<file path="config.mk">
export PLATFORM = sky130hd
export DESIGN_NAME = cwl_lock_ctrl
export DESIGN_NICKNAME = d
export VERILOG_FILES = /design/src/rtl/cwl_pkg.sv /design/src/rtl/cwl_ctl_decode.sv /design/src/rtl/cwl_lock_state.sv /design/src/rtl/cwl_wr_gate.sv /design/src/rtl/cwl_lock_ctrl.sv
export SDC_FILE = /design/constraint.sdc
export NUM_CORES = 1
export LEC_CHECK = 0
export CORE_ASPECT_RATIO = 0.7
export CORE_MARGIN = 10
export CORE_UTILIZATION = 30
export DETAILED_ROUTE_END_ITERATION = 8
export GPL_TIMING_DRIVEN = 0
export HOLD_SLACK_MARGIN = 0.1
export PLACE_DENSITY = 0.65
export SYNTH_ARGS = -nofsm -noshare
export SYNTH_HDL_FRONTEND = slang
export SYNTH_SLANG_ARGS = --single-unit
</file>
<file path="constraint.sdc">
create_clock -name clk -period 4.09 [get_ports clk]
set_input_delay 0.818 -clock clk [delete_from_list [all_inputs] [get_ports clk]]
set_output_delay 0.818 -clock clk [all_outputs]
set_load 0.1 [all_outputs]
</file>
<file path="src/rtl/cwl_pkg.sv">
// Package: shared encodings for the configuration write-lock controller.
// Assumes: the control word carries the lock bit at position 0 and the
// unlock bit at position 1; every other data bit is ignored.
package cwl_pkg;

    // Bit positions inside the control word
    localparam int LOCK_POS   = 0;
    localparam int UNLOCK_POS = 1;

    // Command decoded from one control-word write
    typedef enum logic [1:0] {
        CMD_NONE   = 2'd0,
        CMD_LOCK   = 2'd1,
        CMD_UNLOCK = 2'd2
    } cwl_cmd_e;

endpackage

</file>
<file path="src/rtl/cwl_ctl_decode.sv">
// Module: cwl_ctl_decode
// Turns a write to the control word into a single command. The lock bit
// wins when both bits are set, and a write with neither bit set yields no
// command.
// Assumes: ctl_bits carries data bits [1:0] of the same write.
module cwl_ctl_decode
    import cwl_pkg::*;
#(
    parameter int                 ADDR_W   = 8,
    parameter logic [ADDR_W-1:0]  CTL_ADDR = 8'h90
) (
    input  logic              wr_en,
    input  logic [ADDR_W-1:0] wr_addr,
    input  logic [1:0]        ctl_bits,
    output cwl_cmd_e          cmd
);

    logic hit;

    // Purpose: detect a write aimed at the control word
    always_comb begin
        hit = wr_en && (wr_addr == CTL_ADDR);
    end

    // Purpose: pick the command, with lock taking priority over unlock
    always_comb begin
        cmd = CMD_NONE;
        if (hit) begin
            if (ctl_bits[LOCK_POS]) begin
                cmd = CMD_LOCK;
            end else if (ctl_bits[UNLOCK_POS]) begin
                cmd = CMD_UNLOCK;
            end
        end
    end

endmodule

</file>
<file path="src/rtl/cwl_lock_state.sv">
// Module: cwl_lock_state
// Holds three state bits. The first is the software configuration lock,
// which is set and cleared by commands. The second is the sticky lock,
// which a hardware request sets and only reset clears. The third is the
// request-accept flag, which the first lock command sets and only reset
// clears.
// Assumes: synchronous active-low reset.
module cwl_lock_state
    import cwl_pkg::*;
(
    input  logic     clk,
    input  logic     rst_n,
    input  cwl_cmd_e cmd,
    input  logic     sticky_req,
    output logic     locked,
    output logic     sticky,
    output logic     accept
);

    // Purpose: software lock follows lock and unlock commands
    always_ff @(posedge clk) begin
        if (!rst_n) begin
            locked <= 1'b0;
        end else if (cmd == CMD_LOCK) begin
            locked <= 1'b1;
        end else if (cmd == CMD_UNLOCK) begin
            locked <= 1'b0;
        end
    end

    // Purpose: sticky lock, set by hardware request, released only by reset
    always_ff @(posedge clk) begin
        if (!rst_n) begin
            sticky <= 1'b0;
        end else if (sticky_req) begin
            sticky <= 1'b1;
        end
    end

    // Purpose: request acceptance opens on the first lock and stays open
    always_ff @(posedge clk) begin
        if (!rst_n) begin
            accept <= 1'b0;
        end else if (cmd == CMD_LOCK) begin
            accept <= 1'b1;
        end
    end

endmodule

</file>
<file path="src/rtl/cwl_wr_gate.sv">
// Module: cwl_wr_gate
// Decodes writes that fall in the protected window and forwards them one
// cycle later, but only when no lock is held at the time of the write.
// Assumes: BANK_SIZE is a power of two of at least 2, and BANK_BASE is
// aligned to BANK_SIZE, so the offset is the low address bits.
module cwl_wr_gate #(
    parameter int                 ADDR_W    = 8,
    parameter int                 DATA_W    = 32,
    parameter logic [ADDR_W-1:0]  BANK_BASE = 8'h20,
    parameter int                 BANK_SIZE = 16,
    localparam int                BANK_AW   = $clog2(BANK_SIZE)
) (
    input  logic               clk,
    input  logic               rst_n,
    input  logic               wr_en,
    input  logic [ADDR_W-1:0]  wr_addr,
    input  logic [DATA_W-1:0]  wr_data,
    input  logic               blocked,
    output logic               out_en,
    output logic [BANK_AW-1:0] out_addr,
    output logic [DATA_W-1:0]  out_data
);

    localparam logic [ADDR_W-BANK_AW-1:0] BASE_HI = BANK_BASE[ADDR_W-1:BANK_AW];

    logic in_bank;
    logic pass;

    // Purpose: window decode by comparing the upper address bits
    always_comb begin
        in_bank = (wr_addr[ADDR_W-1:BANK_AW] == BASE_HI);
        pass    = wr_en && in_bank && !blocked;
    end

    // Purpose: registered write strobe toward the bank
    always_ff @(posedge clk) begin
        if (!rst_n) begin
            out_en <= 1'b0;
        end else begin
            out_en <= pass;
        end
    end

    // Purpose: capture offset and data of an accepted write
    always_ff @(posedge clk) begin
        if (!rst_n) begin
            out_addr <= '0;
            out_data <= '0;
        end else if (pass) begin
            out_addr <= wr_addr[BANK_AW-1:0];
            out_data <= wr_data;
        end
    end

endmodule

</file>
<file path="src/rtl/cwl_lock_ctrl.sv">
// Module: cwl_lock_ctrl (top)
// Configuration write-lock controller. It decodes the control word, keeps
// the software lock, the sticky lock and the request-accept flag, and gates
// writes into the protected configuration bank.
// Assumes: CTL_ADDR lies outside the protected window, and the window is
// aligned to its power-of-two size.
module cwl_lock_ctrl
    import cwl_pkg::*;
#(
    parameter int                 ADDR_W    = 8,
    parameter int                 DATA_W    = 32,
    parameter logic [ADDR_W-1:0]  CTL_ADDR  = 8'h90,
    parameter logic [ADDR_W-1:0]  BANK_BASE = 8'h20,
    parameter int                 BANK_SIZE = 16,
    localparam int                BANK_AW   = $clog2(BANK_SIZE)
) (
    input  logic               clk,
    input  logic               rst_n,
    input  logic               reg_wr_en,
    input  logic [ADDR_W-1:0]  reg_wr_addr,
    input  logic [DATA_W-1:0]  reg_wr_data,
    input  logic               sticky_lock_req,
    output logic               cfg_wr_en,
    output logic [BANK_AW-1:0] cfg_wr_addr,
    output logic [DATA_W-1:0]  cfg_wr_data,
    output logic               req_accept,
    output logic               cfg_locked,
    output logic               sticky_locked
);

    cwl_cmd_e cmd;
    logic     any_lock;

    cwl_ctl_decode #(
        .ADDR_W   (ADDR_W),
        .CTL_ADDR (CTL_ADDR)
    ) i_decode (
        .wr_en    (reg_wr_en),
        .wr_addr  (reg_wr_addr),
        .ctl_bits (reg_wr_data[1:0]),
        .cmd      (cmd)
    );

    cwl_lock_state i_state (
        .clk        (clk),
        .rst_n      (rst_n),
        .cmd        (cmd),
        .sticky_req (sticky_lock_req),
        .locked     (cfg_locked),
        .sticky     (sticky_locked),
        .accept     (req_accept)
    );

    // Purpose: any held lock class blocks the bank
    always_comb begin
        any_lock = cfg_locked || sticky_locked;
    end

    cwl_wr_gate #(
        .ADDR_W    (ADDR_W),
        .DATA_W    (DATA_W),
        .BANK_BASE (BANK_BASE),
        .BANK_SIZE (BANK_SIZE)
    ) i_gate (
        .clk      (clk),
        .rst_n    (rst_n),
        .wr_en    (reg_wr_en),
        .wr_addr  (reg_wr_addr),
        .wr_data  (reg_wr_data),
        .blocked  (any_lock),
        .out_en   (cfg_wr_en),
        .out_addr (cfg_wr_addr),
        .out_data (cfg_wr_data)
    );

endmodule

</file>
==> results of run 1 <==
[cell type report]
| cell class | instances | area [um^2] | area share [%] |
|---|---|---|---|
| repair buffers | 82 | 820.8 | 30.86 |
| well taps | 72 | 90.09 | 3.387 |
| inverters | 1 | 3.754 | 0.1411 |
| clock buffers | 7 | 96.34 | 3.622 |
| multi-input cells | 123 | 745.7 | 28.03 |
| plain buffers | 12 | 102.6 | 3.857 |
| flip-flops and latches | 40 | 800.8 | 30.10 |
[how the worst max path moves through the flow]
stage	start	endpoint	slack, ns	cells after the start
2_1_floorplan	reg_wr_addr[3]	i_state.locked$_SDFFE_PN0P_	2.08	6
3_3_place_gp	reg_wr_addr[4]	i_state.locked$_SDFFE_PN0P_	1.47	7
3_5_place_dp	reg_wr_addr[4]	i_state.locked$_SDFFE_PN0P_	1.45	7
4_1_cts	i_state.locked$_SDFFE_PN0P_	cfg_locked	1.45	1
5_1_grt	i_state.accept$_SDFFE_PN0N_	req_accept	1.39	1
6_report	i_state.sticky$_SDFFE_PN0P_	sticky_locked	1.47	1
[Yosys cell counts (all sizes together)]
| cell | count |
|---|---|
| nor4 | 1 |
| nand4b | 1 |
| inv | 1 |
| and3 | 1 |
| dfxtp | 40 |
| nand2 | 72 |
| nor2b | 2 |
| nor4bb | 1 |
| ha | 2 |
| buf | 5 |
| clkbuf | 7 |
| mux2i | 37 |
| nand3b | 1 |
| nor2 | 2 |
| and2 | 1 |
| o21a | 2 |
[routing by layer]
| layer | wire length [um] | global-route usage, % |
|---|---|---|
| met1 | 2283 | 13.43 |
| met2 | 1990 | 15.50 |
| met3 | 452 | 4.718 |
| met4 | 52 | 3.937 |
| met5 | 0 | 0 |
[state kept, by name, summed over array words and instances (netlist names)]
signal	cells
i_gate.out_addr	4
i_state.locked	1
i_state.accept	1
i_gate.out_en	1
i_state.sticky	1
i_gate.out_data	32
[power breakdown]
group          internal, mW  leakage [nW]  switching (mW)
Sequential            0.393         0.323         0.00230
Combinational        0.0538         0.578          0.0610
Clock                 0.150        0.0503           0.129
[cell families after synthesis]
group | after synthesis | synth area share (%)
compound gates | 2 | 0.9081
fa+ha+maj | 2 | 1.514
buf+inv | 13 | 6.434
flops | 40 | 48.45
mux | 37 | 22.41
simple gates | 82 | 20.29
[metrics by stage]
stage,util (%),setup slack (ns)
after floorplan,-,2.079
after global placement,48.51,1.471
after detailed placement,48.51,1.447
after CTS,50.33,1.448
after global routing,50.33,1.389
final,50.33,1.468
==> flow_summary.yaml, run 1 <==
floorplan:
  die_h_um: 82.10
  io_pins: 84
  dieArea_um2: 8926
  initial_core_util_pct: 31.27
  row_count: 22
  fp.dieW_um: 108.7
  coreArea_um2: 5285
finish:
  fin_area_um2: 2660
  antennaDiodeCount: 0
  layout_common_cells: "clkdlybuf4s50_1 (82), nand2_1 (72), dfxtp_1 (40), mux2i_1 (37)"
  fillers: 516
  syn2layout_area_growth_pct: 60.94
  nets: 311
  layout_commonest_cell: "clkdlybuf4s50_1"
  drive_above_1_share_pct: 4.528
  fin_cells: 337
synthesis:
  synth_top_cell_area_share_pct: 48.45
  synth_cells: 176
  yosys_warnings: 0
  synth_top_cell_by_area: "dfxtp_1"
  synth.distinct_cells: 18
  synth-seq-cells: 40
  synth_area_um2: 1653
  syn_avg_cell_area_um2: 9.391
  yosysSeqAreaShare_pct: 48.45
  yosys-top-cells-area: "dfxtp_1 (48%), mux2i_1 (22%), nand2_1 (16%)"
  syn_nets: 222
detailed_routing:
  dr_total_vias: 1436
  drt_pass1_iterations: 4
  ant_nets: 0
  drc_errors: 0
  wl_um: 4779
  via_per_inst: 4.261
  drt_iter0_markers: 31
  wl_per_cell_um: 14.18
setup_path:
  worst-r2r-setup-slack_ns: 2.66
  cpLargestDelayFamily: "buffers and inverters"
  crit_path_cell_trace: "clkdlybuf4s50_1"
  critPathLaunchType: "flop"
  path_class: "reg -> out"
  cp.required_ns: 3.27
  worst_r2r_endpoint: "i_gate.out_data[2]$_SDFFE_PN0P_"
  end_kind: "primary output"
  critPathSlowestCell: "clkdlybuf4s50_1"
  critPathMaxFanout: 3
  crit_arrival_ns: 1.80
  critPathBufInv: 1
  crit_path_max_incr_delay_ns: 1.16
  timing.rr.start: "i_state.locked$_SDFFE_PN0P_"
  worst_r2r_path_depth: 5
clocking:
  cts_sinks: 40
  cts.repair.resized: 0
  ctsHoldBuffers: 0
  clkSlewWorstSetupHoldPaths_ns: 0.07
  cts_inserted_buffers: 5
  clock-root-buffer: "clkbuf_8"
  htree_levels: 2
  cts_setup_buffers: 0
  cts_tree: "yes"
  clockBufferDepth: 2
  clk_latency_ns: 0.28
min_path:
  worstHoldPathType: "reg -> reg"
  hold_end: "i_gate.out_data[29]$_SDFFE_PN0P_"
  hold_depth: 2
  min_from: "i_gate.out_data[29]$_SDFFE_PN0P_"
sta:
  fin_skew_ns: 0.001609
  relSlewSlack_pct: 32.14
  timing.final.crit_share_pct: 64.11
  finalSetupTns_ns: 0
  fin_crit_ns: 2.622
  finalHoldViolations: 0
  rsz0062_at_grt: "false"
  holdWs_ns: 0.4556
  final-setup-viol-count: 0
  fmax_mhz: 381.4
  tightest_slew_ns: 1.015
  final_max_slew_viol_count: 0
global_route:
  grt_pass1_wl_um: 7389
  first_global_vias: 1462
  grt_antenna_before_repair: 0
  overflow: 0
  grt_max_degree: 12
  grt_usage_pct: 10.56
power:
  peakVddDrop_uv: 151.7
  power_density_nw_per_um2: 296.9
  power_uw: 789.9
  p_leak_nw: 0.9514
run:
  cap_violations: 0
placement:
  gp_congestion: 0.6979
  place_inst: 330
  place_area_um2: 2564
  hpwl_um: 3667
  numPortBuffers: 82
run_status:
  outcome: "complete, no violations"
No activity file was read; power rests on OpenSTA's default activity.
==> run 2: changes to the inputs <==
==> constraint.sdc (replaced) <==
create_clock -name clk -period 2.6 [get_ports clk]
set_input_delay 0.52 -clock clk [delete_from_list [all_inputs] [get_ports clk]]
set_output_delay 0.52 -clock clk [all_outputs]
set_load 0.1 [all_outputs]
==> results of run 2 <==
Same layout as run 1 (identical final DEF). Status: complete, no violations.
Among the figures that moved: setup slack after placement 1.447 ns -> 0.2550 ns; setup slack after layout 1.468 ns -> 0.2759 ns; register-to-register setup slack 2.66 ns -> 1.17 ns; total power 0.7899 mW -> 1.243 mW; worst IR drop on VDD 151.7 uV -> 238.7 uV
==> run 3: changes to the inputs <==
--- a/config.mk
+++ b/config.mk
@@ -6,7 +6,7 @@
 export NUM_CORES = 1
 export LEC_CHECK = 0
 export CORE_ASPECT_RATIO = 0.7
-export CORE_MARGIN = 10
+export CORE_MARGIN = 2
 export CORE_UTILIZATION = 30
 export DETAILED_ROUTE_END_ITERATION = 8
 export GPL_TIMING_DRIVEN = 0
@@ -15,3 +15,4 @@
 export SYNTH_ARGS = -nofsm -noshare
 export SYNTH_HDL_FRONTEND = slang
 export SYNTH_SLANG_ARGS = --single-unit
+export TNS_END_PERCENT = 1
==> run 3 against run 2 <==
Compared with the run above: wire length fell by 14%; utilization down 0.12 points; fmax down 0.28%; clock-buffer cell count rose by 1; setup slack got worse by 0.0065 ns; sequential power about the same; non-clock buffer count unchanged; total power is 1.5% lower; sequential share of layout area grew 0.071 points; die area fell by 31%; largest power group unchanged; highest routed layer unchanged.
==> flow_summary.yaml, run 3 (synthesis gave the netlist of run 1 again) <==
run_status:
  outcome: "complete, no violations"
setup_path:
  crit_path_max_incr_delay_ns: 1.15
  critPathSlowestCell: "clkdlybuf4s50_1"
  crit_arrival_ns: 1.81
  timing.rr.start: "i_state.locked$_SDFFE_PN0P_"
  path_class: "reg -> out"
  cpLargestDelayFamily: "buffers and inverters"
  worst_r2r_path_depth: 5
  worst-r2r-setup-slack_ns: 1.20
  end_kind: "primary output"
  critPathLaunchType: "flop"
  worst_r2r_endpoint: "i_gate.out_data[12]$_SDFFE_PN0P_"
  cp.required_ns: 2.08
  crit_path_cell_trace: "clkdlybuf4s50_1"
  critPathBufInv: 1
  critPathMaxFanout: 3
floorplan:
  io_pins: 84
  row_count: 22
  dieArea_um2: 6128
  die_h_um: 66.10
  initial_core_util_pct: 31.27
  coreArea_um2: 5285
  fp.dieW_um: 92.72
clocking:
  clk_latency_ns: 0.28
  ctsHoldBuffers: 0
  htree_levels: 2
  cts_tree: "yes"
  cts_sinks: 40
  clockBufferDepth: 2
  cts.repair.resized: 0
  clock-root-buffer: "clkbuf_8"
  cts_setup_buffers: 0
  clkSlewWorstSetupHoldPaths_ns: 0.07
  cts_inserted_buffers: 5
sta:
  fin_skew_ns: 0.003032
  fin_crit_ns: 2.331
  fmax_mhz: 429.1
  finalSetupTns_ns: 0
  finalHoldViolations: 0
  final_max_slew_viol_count: 0
  final-setup-viol-count: 0
  timing.final.crit_share_pct: 89.64
  fin_ws_ns: 0.2694
  rsz0062_at_grt: "false"
  tightest_slew_ns: 0.9955
  relSlewSlack_pct: 33.43
detailed_routing:
  dr_total_vias: 1425
  wl_um: 4111
  wl_per_cell_um: 12.16
  via_per_inst: 4.216
  ant_nets: 0
  drt_pass1_iterations: 4
  drt_iter0_markers: 31
  drc_errors: 0
min_path:
  hold_end: "i_gate.out_data[27]$_SDFFE_PN0P_"
  worstHoldPathType: "reg -> reg"
  min_from: "i_gate.out_data[27]$_SDFFE_PN0P_"
  hold_depth: 2
global_route:
  grt_max_degree: 12
  grt_usage_pct: 14.01
  grt_pass1_wl_um: 6486
  first_global_vias: 1351
  grt_antenna_before_repair: 0
  overflow: 0
placement:
  pre_cts_ws_ns: 0.2282
  gp_congestion: 0.6896
  hpwl_um: 3013
  place_inst: 330
  numPortBuffers: 82
finish:
  largest_register: "i_gate.out_data"
  syn2layout_area_growth_pct: 60.56
  drive_above_1_share_pct: 4.135
  largestRegisters: "i_gate.out_data (32), i_gate.out_addr (4)"
  layout_common_cells: "clkdlybuf4s50_1 (82), nand2_1 (72), dfxtp_1 (40), mux2i_1 (37), clkbuf_1 (9)"
  layout_commonest_cell: "clkdlybuf4s50_1"
  largest_register_ffs: 32
  fin_cells: 338
  antennaDiodeCount: 0
  nets: 311
power:
  power_density_nw_per_um2: 461.0
  p_leak_nw: 0.9466
  power_mw: 1.224
  peakVddDrop_uv: 230.4
run:
  cap_violations: 0
## run 3: changes by cell type in the layout (fill, tap and decap cells not counted)
cell      before  now
clkbuf_1       7    9
clkbuf_8       7    6
## run 3: cell type report
cell class                      instances  area, um^2
Fill cell                             517        2631
Timing Repair Buffer                   82       820.8
Sequential cell                        40       800.8
Multi-Input combinational cell        123       745.7
Buffer                                 12       102.6
Clock buffer                            8       90.09
Tap cell                               72       90.09
Inverter                                1       3.754
## run 3: worst max path at each step
stage | start | endpoint | slack [ns] | depth (start not counted)
after floorplan | i_state.locked$_SDFFE_PN0P_ | i_gate.out_en$_SDFF_PN0_ | 0.74 | 5
after global placement | reg_wr_addr[4] | i_state.locked$_SDFFE_PN0P_ | 0.23 | 7
after detailed placement | reg_wr_addr[4] | i_state.locked$_SDFFE_PN0P_ | 0.23 | 7
after CTS | i_state.locked$_SDFFE_PN0P_ | cfg_locked | 0.25 | 1
after global routing | i_state.sticky$_SDFFE_PN0P_ | sticky_locked | 0.22 | 1
final | i_state.sticky$_SDFFE_PN0P_ | sticky_locked | 0.27 | 1
## run 3: per-layer routing
layer	vias to the layer above	GRT usage, %	share of wire [%]
met5	-	0	0
met4	0	6.066	1.2
met3	4	4.561	7.3
met2	45	20.99	42
met1	630	18.53	50
li1	746	-	-
## run 3: where the power goes
group	total [mW]	switching, mW	leakage [nW]	internal (mW)
clock network	0.421	0.205	0.0455	0.217
logic	0.179	0.0948	0.578	0.0846
registers	0.623	0.00377	0.323	0.619
## run 3: stage by stage
step / hold slack [ns] / utilization, % / cell area, um^2
2_1_floorplan: 0.6302 / - / 1653
5_1_grt: 0.4708 / 50.21 / 2654
3_5_place_dp: 0.4457 / 48.51 / 2564
4_1_cts: 0.4589 / 50.21 / 2654
3_3_place_gp: 0.4416 / 48.51 / 2564
6_report: 0.4567 / 50.21 / 2654
